`src/rtl/tdm_ser_pkg.sv`:
```
package tdm_ser_pkg;

  localparam int WORD_W  = 64;
  localparam int SLOT_W  = 32;
  localparam int FIELD_W = 5;

  typedef enum logic [1:0] {
    PH_IDLE = 2'd0,
    PH_GAP  = 2'd1,
    PH_SLOT = 2'd2,
    PH_TAIL = 2'd3
  } phase_e;

  // Container size code from the sample width: 0 -> 8 bit, 1 -> 16 bit, 2 -> 32 bit
  function automatic logic [1:0] container_sel(input logic [FIELD_W-1:0] sw_m1);
    if (sw_m1 < 5'd8)       return 2'd0;
    else if (sw_m1 < 5'd16) return 2'd1;
    else                    return 2'd2;
  endfunction

  function automatic logic [3:0] per_word(input logic [1:0] sel);
    case (sel)
      2'd0:    return 4'd8;
      2'd1:    return 4'd4;
      default: return 4'd2;
    endcase
  endfunction

endpackage

```
`src/rtl/tdm_slot_timer.sv`:
```
module tdm_slot_timer
  import tdm_ser_pkg::*;
(
  input  logic               clk,
  input  logic               rst_n,
  input  logic               enable,
  input  logic               bit_stb,
  input  logic               frame_stb,
  input  logic [FIELD_W-1:0] cfg_bit_offset,
  input  logic [FIELD_W-1:0] cfg_slot_count_m1,
  input  logic [FIELD_W-1:0] cfg_slot_width_m1,
  output logic               slot_start,
  output logic               in_slot,
  output logic [FIELD_W-1:0] slot_idx
);

  phase_e             phase_q, phase_d;
  logic [FIELD_W-1:0] gap_q, gap_d;
  logic [FIELD_W-1:0] slot_q, slot_d;
  logic [FIELD_W-1:0] bit_q, bit_d;
  logic               step;

  assign step = enable & bit_stb;

  always_comb begin
    phase_d = phase_q;
    gap_d   = gap_q;
    slot_d  = slot_q;
    bit_d   = bit_q;
    if (!enable) begin
      phase_d = PH_IDLE;
    end else if (step) begin
      if (frame_stb) begin
        slot_d = '0;
        bit_d  = '0;
        gap_d  = '0;
        phase_d = (cfg_bit_offset == '0) ? PH_SLOT : PH_GAP;
      end else begin
        case (phase_q)
          PH_GAP: begin
            if (gap_q + 5'd1 == cfg_bit_offset) begin
              phase_d = PH_SLOT;
              slot_d  = '0;
              bit_d   = '0;
            end else begin
              gap_d = gap_q + 5'd1;
            end
          end
          PH_SLOT: begin
            if (bit_q == cfg_slot_width_m1) begin
              bit_d = '0;
              if (slot_q == cfg_slot_count_m1) phase_d = PH_TAIL;
              else                              slot_d  = slot_q + 5'd1;
            end else begin
              bit_d = bit_q + 5'd1;
            end
          end
          default: phase_d = phase_q;
        endcase
      end
    end
  end

  assign in_slot    = step && (phase_d == PH_SLOT);
  assign slot_start = in_slot && (bit_d == '0);
  assign slot_idx   = slot_d;

  always_ff @(posedge clk or negedge rst_n) begin
    if (!rst_n) begin
      phase_q <= PH_IDLE;
      gap_q   <= '0;
      slot_q  <= '0;
      bit_q   <= '0;
    end else begin
      phase_q <= phase_d;
      gap_q   <= gap_d;
      slot_q  <= slot_d;
      bit_q   <= bit_d;
    end
  end

  // a slot never runs past the configured slot count
  assert_slot_in_range_R2: assert property (@(posedge clk) disable iff (!rst_n)
    in_slot |-> (slot_idx <= cfg_slot_count_m1));

endmodule

```
`src/rtl/tdm_sample_loader.sv`:
```
module tdm_sample_loader
  import tdm_ser_pkg::*;
#(
  parameter int LANES = 4
) (
  input  logic                    clk,
  input  logic                    rst_n,
  input  logic                    enable,
  input  logic                    slot_start,
  input  logic [FIELD_W-1:0]      slot_idx,
  input  logic [FIELD_W-1:0]      cfg_slot_count_m1,
  input  logic [FIELD_W-1:0]      cfg_sample_width_m1,
  input  logic [LANES*SLOT_W-1:0] cfg_lane_mask,
  input  logic [LANES*SLOT_W-1:0] cfg_lane_mute,
  input  logic [SLOT_W-1:0]       cfg_mask_value,
  input  logic [SLOT_W-1:0]       cfg_mute_value,
  input  logic [WORD_W-1:0]       fifo_data,
  input  logic                    fifo_empty,
  output logic                    fifo_pop,
  output logic [LANES*SLOT_W-1:0] staged,
  output logic                    fill_done,
  output logic                    underrun
);

  localparam int LN_W = (LANES > 1) ? $clog2(LANES) : 1;
  localparam logic [LN_W-1:0] LAST_LN = LN_W'(LANES - 1);

  logic [WORD_W-1:0]       word_q, word_d;
  logic [3:0]              rem_q, rem_d;
  logic [2:0]              idx_q, idx_d;
  logic                    fill_q, fill_d;
  logic [FIELD_W-1:0]      tgt_q, tgt_d;
  logic [LN_W-1:0]         ln_q, ln_d;
  logic [LANES*SLOT_W-1:0] staged_q, staged_d;
  logic                    und_q, und_d;

  logic              work, mask_bit, mute_bit, take, have_word, pop, starve;
  logic [1:0]        sel;
  logic [3:0]        npw;
  logic [WORD_W-1:0] src_word;
  logic [2:0]        src_idx;
  logic [SLOT_W-1:0] cont, keep, data_word, lane_val;
  logic [5:0]        sw_len;

  assign sel       = container_sel(cfg_sample_width_m1);
  assign npw       = per_word(sel);
  assign work      = enable & fill_q;
  assign mask_bit  = cfg_lane_mask[{ln_q, tgt_q}];
  assign mute_bit  = cfg_lane_mute[{ln_q, tgt_q}];
  assign take      = work & mask_bit;
  assign have_word = (rem_q != 4'd0);
  assign pop       = take & ~have_word & ~fifo_empty;
  assign starve    = take & ~have_word & fifo_empty;
  assign src_word  = have_word ? word_q : fifo_data;
  assign src_idx   = have_word ? idx_q : 3'd0;
  assign sw_len    = {1'b0, cfg_sample_width_m1} + 6'd1;
  assign keep      = ~(32'hFFFF_FFFF >> sw_len);

  always_comb begin
    case (sel)
      2'd0:    cont = {src_word[{src_idx, 3'b000} +: 8], 24'h0};
      2'd1:    cont = {src_word[{src_idx[1:0], 4'b0000} +: 16], 16'h0};
      default: cont = src_word[{src_idx[0], 5'b00000} +: 32];
    endcase
  end

  assign data_word = starve ? '0 : (cont & keep);
  assign lane_val  = !mask_bit ? cfg_mask_value :
                     (mute_bit ? cfg_mute_value : data_word);

  always_comb begin
    word_d   = word_q;
    rem_d    = rem_q;
    idx_d    = idx_q;
    fill_d   = fill_q;
    tgt_d    = tgt_q;
    ln_d     = ln_q;
    staged_d = staged_q;
    und_d    = starve;
    if (take && have_word) begin
      idx_d = idx_q + 3'd1;
      rem_d = rem_q - 4'd1;
    end else if (pop) begin
      word_d = fifo_data;
      idx_d  = 3'd1;
      rem_d  = npw - 4'd1;
    end
    if (work) begin
      staged_d[{ln_q, 5'b00000} +: SLOT_W] = lane_val;
      if (ln_q == LAST_LN) begin
        fill_d = 1'b0;
        ln_d   = '0;
      end else begin
        ln_d = ln_q + 1'b1;
      end
    end
    if (slot_start) begin
      fill_d = 1'b1;
      ln_d   = '0;
      tgt_d  = (slot_idx == cfg_slot_count_m1) ? '0 : slot_idx + 5'd1;
    end
  end

  always_ff @(posedge clk or negedge rst_n) begin
    if (!rst_n) begin
      word_q   <= '0;
      rem_q    <= '0;
      idx_q    <= '0;
      fill_q   <= 1'b1;
      tgt_q    <= '0;
      ln_q     <= '0;
      staged_q <= '0;
      und_q    <= 1'b0;
    end else begin
      word_q   <= word_d;
      rem_q    <= rem_d;
      idx_q    <= idx_d;
      fill_q   <= fill_d;
      tgt_q    <= tgt_d;
      ln_q     <= ln_d;
      staged_q <= staged_d;
      und_q    <= und_d;
    end
  end

  assign fifo_pop  = pop;
  assign staged    = staged_q;
  assign fill_done = ~fill_q;
  assign underrun  = und_q;

  // never pop an empty FIFO
  assert_pop_not_empty_R3: assert property (@(posedge clk) disable iff (!rst_n)
    fifo_pop |-> !fifo_empty);

  // no pop while disabled
  assert_no_pop_disabled_R10: assert property (@(posedge clk) disable iff (!rst_n)
    !enable |-> !fifo_pop);

  // an underrun pulse only follows a cycle with an empty FIFO
  assert_underrun_empty_R9: assert property (@(posedge clk) disable iff (!rst_n)
    underrun |-> $past(fifo_empty));

endmodule

```
`src/rtl/tdm_lane_shift.sv`:
```
module tdm_lane_shift
  import tdm_ser_pkg::*;
(
  input  logic              clk,
  input  logic              rst_n,
  input  logic              enable,
  input  logic              load,
  input  logic              shift,
  input  logic              clear,
  input  logic [SLOT_W-1:0] slot_word,
  output logic              dout
);

  logic [SLOT_W-1:0] sh_q, sh_d;
  logic              dout_q, dout_d;

  always_comb begin
    sh_d   = sh_q;
    dout_d = dout_q;
    if (!enable) begin
      dout_d = 1'b0;
    end else if (load) begin
      dout_d = slot_word[SLOT_W-1];
      sh_d   = {slot_word[SLOT_W-2:0], 1'b0};
    end else if (shift) begin
      dout_d = sh_q[SLOT_W-1];
      sh_d   = {sh_q[SLOT_W-2:0], 1'b0};
    end else if (clear) begin
      dout_d = 1'b0;
    end
  end

  always_ff @(posedge clk or negedge rst_n) begin
    if (!rst_n) begin
      sh_q   <= '0;
      dout_q <= 1'b0;
    end else begin
      sh_q   <= sh_d;
      dout_q <= dout_d;
    end
  end

  assign dout = dout_q;

endmodule

```
`src/rtl/tdm_out_serializer.sv`:
```
module tdm_out_serializer
  import tdm_ser_pkg::*;
#(
  parameter int LANES = 4
) (
  input  logic                    clk,
  input  logic                    rst_n,
  input  logic                    enable,
  input  logic                    bit_stb,
  input  logic                    frame_stb,
  input  logic [4:0]              cfg_bit_offset,
  input  logic [4:0]              cfg_slot_count_m1,
  input  logic [4:0]              cfg_slot_width_m1,
  input  logic [4:0]              cfg_sample_width_m1,
  input  logic [LANES*32-1:0]     cfg_lane_mask,
  input  logic [LANES*32-1:0]     cfg_lane_mute,
  input  logic [31:0]             cfg_mask_value,
  input  logic [31:0]             cfg_mute_value,
  input  logic [63:0]             fifo_data,
  input  logic                    fifo_empty,
  output logic                    fifo_pop,
  output logic [LANES-1:0]        lane_dout,
  output logic                    underrun
);

  logic                    slot_start, in_slot, fill_done;
  logic [FIELD_W-1:0]      slot_idx;
  logic [LANES*SLOT_W-1:0] staged;
  logic                    shift_en, clear_en;

  tdm_slot_timer u_timer (
    .clk               (clk),
    .rst_n             (rst_n),
    .enable            (enable),
    .bit_stb           (bit_stb),
    .frame_stb         (frame_stb),
    .cfg_bit_offset    (cfg_bit_offset),
    .cfg_slot_count_m1 (cfg_slot_count_m1),
    .cfg_slot_width_m1 (cfg_slot_width_m1),
    .slot_start        (slot_start),
    .in_slot           (in_slot),
    .slot_idx          (slot_idx)
  );

  tdm_sample_loader #(.LANES(LANES)) u_loader (
    .clk                 (clk),
    .rst_n               (rst_n),
    .enable              (enable),
    .slot_start          (slot_start),
    .slot_idx            (slot_idx),
    .cfg_slot_count_m1   (cfg_slot_count_m1),
    .cfg_sample_width_m1 (cfg_sample_width_m1),
    .cfg_lane_mask       (cfg_lane_mask),
    .cfg_lane_mute       (cfg_lane_mute),
    .cfg_mask_value      (cfg_mask_value),
    .cfg_mute_value      (cfg_mute_value),
    .fifo_data           (fifo_data),
    .fifo_empty          (fifo_empty),
    .fifo_pop            (fifo_pop),
    .staged              (staged),
    .fill_done           (fill_done),
    .underrun            (underrun)
  );

  assign shift_en = in_slot & ~slot_start;
  assign clear_en = enable & bit_stb & ~in_slot;

  for (genvar l = 0; l < LANES; l++) begin : g_lane
    tdm_lane_shift u_shift (
      .clk       (clk),
      .rst_n     (rst_n),
      .enable    (enable),
      .load      (slot_start),
      .shift     (shift_en),
      .clear     (clear_en),
      .slot_word (staged[l*SLOT_W +: SLOT_W]),
      .dout      (lane_dout[l])
    );
  end

  // next-slot words are staged before the slot begins
  assert_staged_ready_R11: assert property (@(posedge clk) disable iff (!rst_n)
    slot_start |-> fill_done);

  // lanes are silent the clock after enable is low
  assert_idle_silent_R10: assert property (@(posedge clk) disable iff (!rst_n)
    !enable |=> (lane_dout == '0));

  // bits outside the slot region are zero
  assert_outside_zero_R2: assert property (@(posedge clk) disable iff (!rst_n)
    (enable && bit_stb && !in_slot) |=> (lane_dout == '0));

  // without a bit strobe, lanes hold their value
  assert_hold_between_R8: assert property (@(posedge clk) disable iff (!rst_n)
    (enable && !bit_stb) |=> $stable(lane_dout));

endmodule

```
`config.mk`:
```
export PLATFORM = sky130hd
export DESIGN_NAME = tdm_out_serializer
export DESIGN_NICKNAME = d
export VERILOG_FILES = /design/src/rtl/tdm_ser_pkg.sv /design/src/rtl/tdm_slot_timer.sv /design/src/rtl/tdm_sample_loader.sv /design/src/rtl/tdm_lane_shift.sv /design/src/rtl/tdm_out_serializer.sv
export SDC_FILE = /design/constraint.sdc
export NUM_CORES = 1
export LEC_CHECK = 0
export CAP_MARGIN = 20
export CORE_MARGIN = 3
export CORE_UTILIZATION = 35
export CTS_CLUSTER_DIAMETER = 60
export CTS_CLUSTER_SIZE = 20
export DETAILED_ROUTE_END_ITERATION = 16
export SETUP_SLACK_MARGIN = 0.3
export SLEW_MARGIN = 10
export SYNTH_ARGS = -nofsm -noshare
export SYNTH_HDL_FRONTEND = slang
export SYNTH_SLANG_ARGS = --single-unit
```
`constraint.sdc`:
```
create_clock -name clk -period 4.7 [get_ports clk]
set_input_delay 0.47 -clock clk [delete_from_list [all_inputs] [get_ports clk]]
set_output_delay 0.47 -clock clk [all_outputs]
set_load 0.01 [all_outputs]
```
## Word level (Yosys, flattened, before mapping)

Index checks and enable logic that the tools add are counted.

- Bits in registers: 357
- Logic and storage cells: 151

- $add $sub $neg: 10
- Bitwise logic cells: 15
- Magnitude comparators: 3
- Reduce and logical (&&, ||, !) cells: 16
- Eq/ne operators: 11
- Shift-type cells: 6
- Multiplexer cells: 70

Operator list:

| kind | count |
|---|---|
| $mux 32 | 11 |
| $bwmux 128 | 1 |
| $shift 32x9->128 const A | 1 |
| $shiftx 32x9->128 | 1 |
| $mux 5 | 15 |
| $mux 64 | 1 |
| $pmux 32 s2 | 1 |
| $shiftx 64x7->16 | 1 |
| $shiftx 64x7->32 | 1 |
| $shiftx 64x7->8 | 1 |
| $and 32x32->32 | 1 |
| $not 32->32 | 1 |
| $shr 32x6->32 const A | 1 |
| $mux 2 | 12 |
| $add 5x1->5 const B | 4 |
| $eq 5x5->1 | 4 |
| $pmux 5 s2 | 2 |
| $mux 1 | 18 |
| $bmux 1 s7 | 2 |
| $logic_not 5->1 | 2 |
| $reduce_bool 2->1 | 5 |
| $mux 3 | 3 |
| $neg 7->9 | 1 |
| $and 1x1->1 | 8 |
| other kinds (20) | 33 |

## Longest topological paths before layout

- Depth after elaboration: 15
- Depth in mapped cells: 16

## By module

From an unflattened synthesis, not the netlist that was laid out.

- Cells, all modules: 1,838
- Area total of the unflattened synthesis: 21,321.7 µm²

Modules (own cells, without submodules):

| module | instances | area each (µm²) | sequential area each (µm²) | cells each |
|---|---|---|---|---|
| tdm_sample_loader | 1 | 13,098.8 | 5,206.2 | 1,241 |
| tdm_lane_shift | 4 | 1,694.1 | 800.8 | 106 |
| tdm_slot_timer | 1 | 1,431.4 | 425.4 | 171 |
| tdm_out_serializer | 1 | 15.0 | 0.0 | 2 |

## Least setup slack after synthesis

No wires, ideal clock.

- Kind: register to register
- Start point: register u_timer.gap_q[0]
- End point: register u_loader.tgt_q[4]
- Period minus slack after synthesis: 3.319 ns
- Stages on the path, launching flop included: 13
- Arrival: 3.198 ns
- Buffers on the path: 2
- Setup slack: 1.381 ns
- Data required time: 4.579 ns
- Setup time: 0.121 ns
- Cell sequence: dfrtp_1 > ha_1 > xnor2_1 > o211ai_1 > a211o_1 > a31o_1 > mux2_2 > or3_1 > or3_1 > buf_2 > or2_0 > clkbuf_1 > a22o_1

RTL lines:

| item | line | text |
|---|---|---|
| start, declared | tdm_slot_timer.sv:18 | `logic [FIELD_W-1:0] gap_q, gap_d;` |
| start signal, assigned | tdm_slot_timer.sv:76 | `gap_q <= gap_d;` |
| $add 5x1->5 | tdm_slot_timer.sv:41 | `if (gap_q + 5'd1 == cfg_bit_offset) begin` |
| $eq 5x5->1 | tdm_slot_timer.sv:41 |  |
| $mux 5 | tdm_slot_timer.sv:41 |  |
| $pmux 5 s2 | tdm_slot_timer.sv:39 | `case (phase_q)` |
| $mux 5 | tdm_slot_timer.sv:33 | `if (frame_stb) begin` |
| $mux 5 | tdm_slot_timer.sv:32 | `end else if (step) begin` |
| $mux 5 | tdm_slot_timer.sv:30 | `if (!enable) begin` |
| via u_timer.bit_d[0] | tdm_slot_timer.sv:20 | `logic [FIELD_W-1:0] bit_q, bit_d;` |
| $logic_not 5->1 | tdm_slot_timer.sv:65 | `assign slot_start = in_slot && (bit_d == '0);` |
| $logic_and 1x1->1 | tdm_slot_timer.sv:65 |  |
| end signal, assigned | tdm_sample_loader.sv:119 | `tgt_q <= tgt_d;` |
| end, declared | tdm_sample_loader.sv:32 | `logic [FIELD_W-1:0] tgt_q, tgt_d;` |

The timed path passes the listed nets, and every way through them passes these cells.
A chain may end at the register's enable or synchronous reset.

## Final worst setup path

- Start point: register u_loader.tgt_q[0]
- End point: output fifo_pop

- Cells in the longest elaborated chain, start to end: 5

Ends and longest elaborated chain:

| item | line | text |
|---|---|---|
| $bmux 1 s7 | tdm_sample_loader.sv:48 | `assign mask_bit = cfg_lane_mask[{ln_q, tgt_q}];` |
| $mux 1 (implied by the code) | tdm_sample_loader.sv:48 |  |
| $and 1x1->1 | tdm_sample_loader.sv:50 | `assign take = work & mask_bit;` |
| $and 1x1->1 (2 in a row) | tdm_sample_loader.sv:52 | `assign pop = take & ~have_word & ~fifo_empty;` |
| end, declared | tdm_out_serializer.sv:21 | `output logic fifo_pop,` |

No other way between the ends. The select of a mux whose other input is x is not followed.

==> flow_metrics.py <==
metrics = {
    "outcome": {
        "outcome": "finished clean",
    },
    "logic_synthesis": {
        "async_flop_share": 1.00,
        "yosysWarnings": 0,
        "ys_seq_elements": 353,
        "synth-simple-area-share": 0.120,
        "ys_types": 72,
        "syn_area_per_cell_um2": 10.2,
        "syn_area_um2": 19800,
        "synth_top_family_by_area": "multiplexers",
        "ys_seq_area_frac": 0.447,
        "synth_fa_ha_area_frac": 0.00886,
        "netlist_instances": 1938,
        "synth_edf_count": 0,
        "synth_fp_nets": 2362,
        "synth_compound_area_frac": 0.144,
        "synth_xor_area_frac": 0.0106,
        "synth_ff_type": "dfrtp_1",
        "muxShareOfSynthArea": 0.226,
    },
    "worst_setup_path": {
        "start_kind": "flip-flop",
        "endpoint_kind": "output port",
        "crit_top_cell": "mux4_2",
        "crit_fanout": 10,
        "r2r-end": "u_loader.staged[48]",
        "path_class": "reg2out",
        "path_cells": "buf_4 -> mux4_2 -> mux4_2 -> mux2_2 -> nand3_1 -> nand4_4 -> nand2_2 -> or3_4 -> inv_2 -> clkdlybuf4s50_1",
        "slowest_stage": "mux4_2",
        "worstReg2RegStart": "u_loader.tgt_q[0]",
        "reg2regPathDepth": 13,
        "crit_path_max_incr_delay_ns": 0.55,
        "arrival_ns": 3.77,
        "worst_ep_required_time_ns": 4.23,
        "ff2ff_setup_slack_ns": 0.58,
    },
    "timing": {
        "fin_skew_ns": 0.0443,
        "min_period_ns": 4.24,
        "fin_setup_tns_ns": 0,
        "hold_viol_final": 0,
        "grt_setup_unrepaired": "no",
        "slew_headroom": 0.352,
        "tightest_slew_ns": 0.972,
        "setup-violations-final": 0,
        "fin_crit_sh": 0.903,
        "timing.fmax_mhz": 236,
        "maxSlewViolCount": 0,
    },
    "global_routing": {
        "antenna_found_initial": 0,
        "grt_max_degree": 181,
        "grt_pass1_wl_um": 106000,
        "groute.usage.overall": 0.227,
        "grt-ovfl-total": 0,
        "grt_pass1_vias": 16945,
    },
    "power_and_ir_drop": {
        "p_sw_mw": 5.95,
        "clock_power_share": 0.195,
        "powerDensity_nw_per_um2": 553,
        "vdd_ir_drop_max_v": 0.000404,
        "power_mw": 14.3,
        "p_int_mw": 8.31,
        "p_seq_frac": 0.334,
        "pwr-share-comb": 0.471,
        "leakage_nw": 10.6,
        "switching_share": 0.417,
    },
    "final_layout": {
        "postLayoutCellArea_um2": 25800,
        "fin_util": 0.464,
        "fin_nets": 2711,
        "layout_commonest_cell": "clkdlybuf4s50_1",
        "drive_gt1_frac": 0.104,
        "final_cell_mix": "clkdlybuf4s50_1 (414), nand2_1 (373), dfrtp_1 (348), o21ai_1 (279), mux2i_1 (174)",
        "syn2layout_area_growth_pct": 30.4,
    },
    "detailed_routing": {
        "wl_per_cell_um": 22.4,
        "drtIter0Drc": 1417,
        "vias_per_cell": 5.50,
        "drt_first_pass_iters": 6,
        "ant_nets": 0,
        "routed_wl_um": 68500,
        "vias": 16807,
        "drc": 0,
    },
    "hold_path": {
        "hold_depth": 2,
        "hp-class": "in2reg",
        "hold_start": "fifo_data[63]",
        "hold_end": "u_loader.word_q[63]",
    },
    "clock_network": {
        "clockBufferDepth": 3,
        "cts_tree": "yes",
        "cts_made_buffers": 30,
        "clk_latency_ns": 0.61,
        "cts-root-buf": "clkbuf_16",
        "htreeDepth": 1,
        "cts_num_sinks": 353,
        "clk_pin_slew_ns": 0.08,
    },
    "floorplan": {
        "core_area_um2": 55500,
        "die_w_um": 244,
        "rows": 86,
        "die_y_um": 244,
        "start_util": 0.356,
        "num_io_pins": 416,
        "dieArea_um2": 59400,
    },
    "placed_design": {
        "gp_congestion": 1.02,
        "port_buffers": 415,
        "placed_area_um2": 24600,
        "dp_hpwl_um": 50700,
    },
    "run": {
        "maxCapViolCount": 0,
    },
}
==> worst max-delay path, delay by kind of cell (launching register included) <==
family	cells	cell delay, ns
and+or+nand+nor	4	0.71
muxes	3	1.29
buffers and inverters	3	0.74
DFF	1	0.43
==> per-stage QoR <==
stage / worst slack, ns / hold slack (ns) / std cells
global route: 0.358 / 0.444 / 3056
global placement: 0.535 / 0.454 / 2999
CTS: 0.326 / 0.424 / 3056
floorplan: 1.38 / 0.174 / 1938
detailed placement: 0.490 / 0.459 / 2999
finish: 0.455 / 0.449 / 3057
==> how the worst max path moves through the flow <==
stage	startpoint	end	slack [ns]	cells after the start
after global routing	u_loader.tgt_q[0]	fifo_pop	0.36	10
final	u_loader.tgt_q[0]	fifo_pop	0.46	10
after CTS	u_loader.tgt_q[0]	fifo_pop	0.33	10
after global placement	cfg_bit_offset[2]	g_lane[2].u_shift.sh_q[26]	0.53	11
after detailed placement	cfg_bit_offset[2]	g_lane[2].u_shift.sh_q[26]	0.49	11
after floorplan	u_timer.gap_q[0]	u_loader.tgt_q[4]	1.38	12
==> state kept, by name, indices dropped and copies added (netlist names), 3 cells and up <==
| register | cells |
|---|---|
| u_timer.bit_q | 5 |
| u_loader.word_q | 64 |
| u_loader.tgt_q | 5 |
| g_lane.u_shift.sh_q | 124 |
| g_lane.u_shift.dout | 4 |
| u_loader.idx_q | 3 |
| u_loader.rem_q | 4 |
| u_loader.staged | 128 |
| u_timer.slot_q | 5 |
| u_timer.gap_q | 5 |
==> power by group through the flow <==
stage          logic, mW  registers [mW]  clock network (mW)
2_1_floorplan       4.71            4.50                   0
5_1_grt             7.29            4.88                2.97
4_1_cts             6.70            4.75                2.87
6_report            6.72            4.76                2.79
3_3_place_gp        6.52            4.81                   0
3_5_place_dp        6.61            4.85                   0
==> synthesized netlist by cell type, types with 17 or more instances <==
cell	count	share of area
a21oi_1	27	0.0068
buf_6	20	0.011
clkbuf_1	106	0.020
dfrtp_1	352	0.45
inv_1	19	0.0036
mux2_1	64	0.036
mux2i_1	174	0.088
mux4_2	84	0.096
nand2_1	374	0.071
nand3_1	23	0.0058
nor2_1	53	0.010
nor3_1	21	0.0053
o211ai_1	17	0.0065
o21ai_0	58	0.015
o21ai_1	279	0.071
==> cell families after synthesis <==
kind of cell               count (synthesis)
muxes                                    332
adders and majority gates                 14
and+or+nand+nor                          544
AOI/OAI and AO/OA                        492
xor gates and xnor gates                  24
DFF                                      353
buffers and inverters                    179
==> timing repair <==
item                       4_1_cts  5_1_grt
hold endpoints to repair        50        0
gates resized for setup          2        3
gates cloned                     0        0
setup endpoints to repair        1       28
setup buffers                    3        0
hold buffers                     1        0
==> metal layers <==
metal	global-route usage	wire [µm]	vias up
li1	-	-	7710
met1	0.321	30900	8396
met2	0.366	31900	605
met3	0.0354	3980	96
met4	0.0575	1780	0
met5	0	0	-
==> layout make-up <==
type	instances	area, µm²
Fill cell	5219	29700
Multi-Input combinational cell	1406	10100
Sequential cell	353	8840
Timing Repair Buffer	474	4690
Tap cell	748	936
Clock buffer	32	758
Clock inverter	21	343
Inverter	22	82.6
Antenna cell	1	2.50
Power figures use the tool's default switching activity.
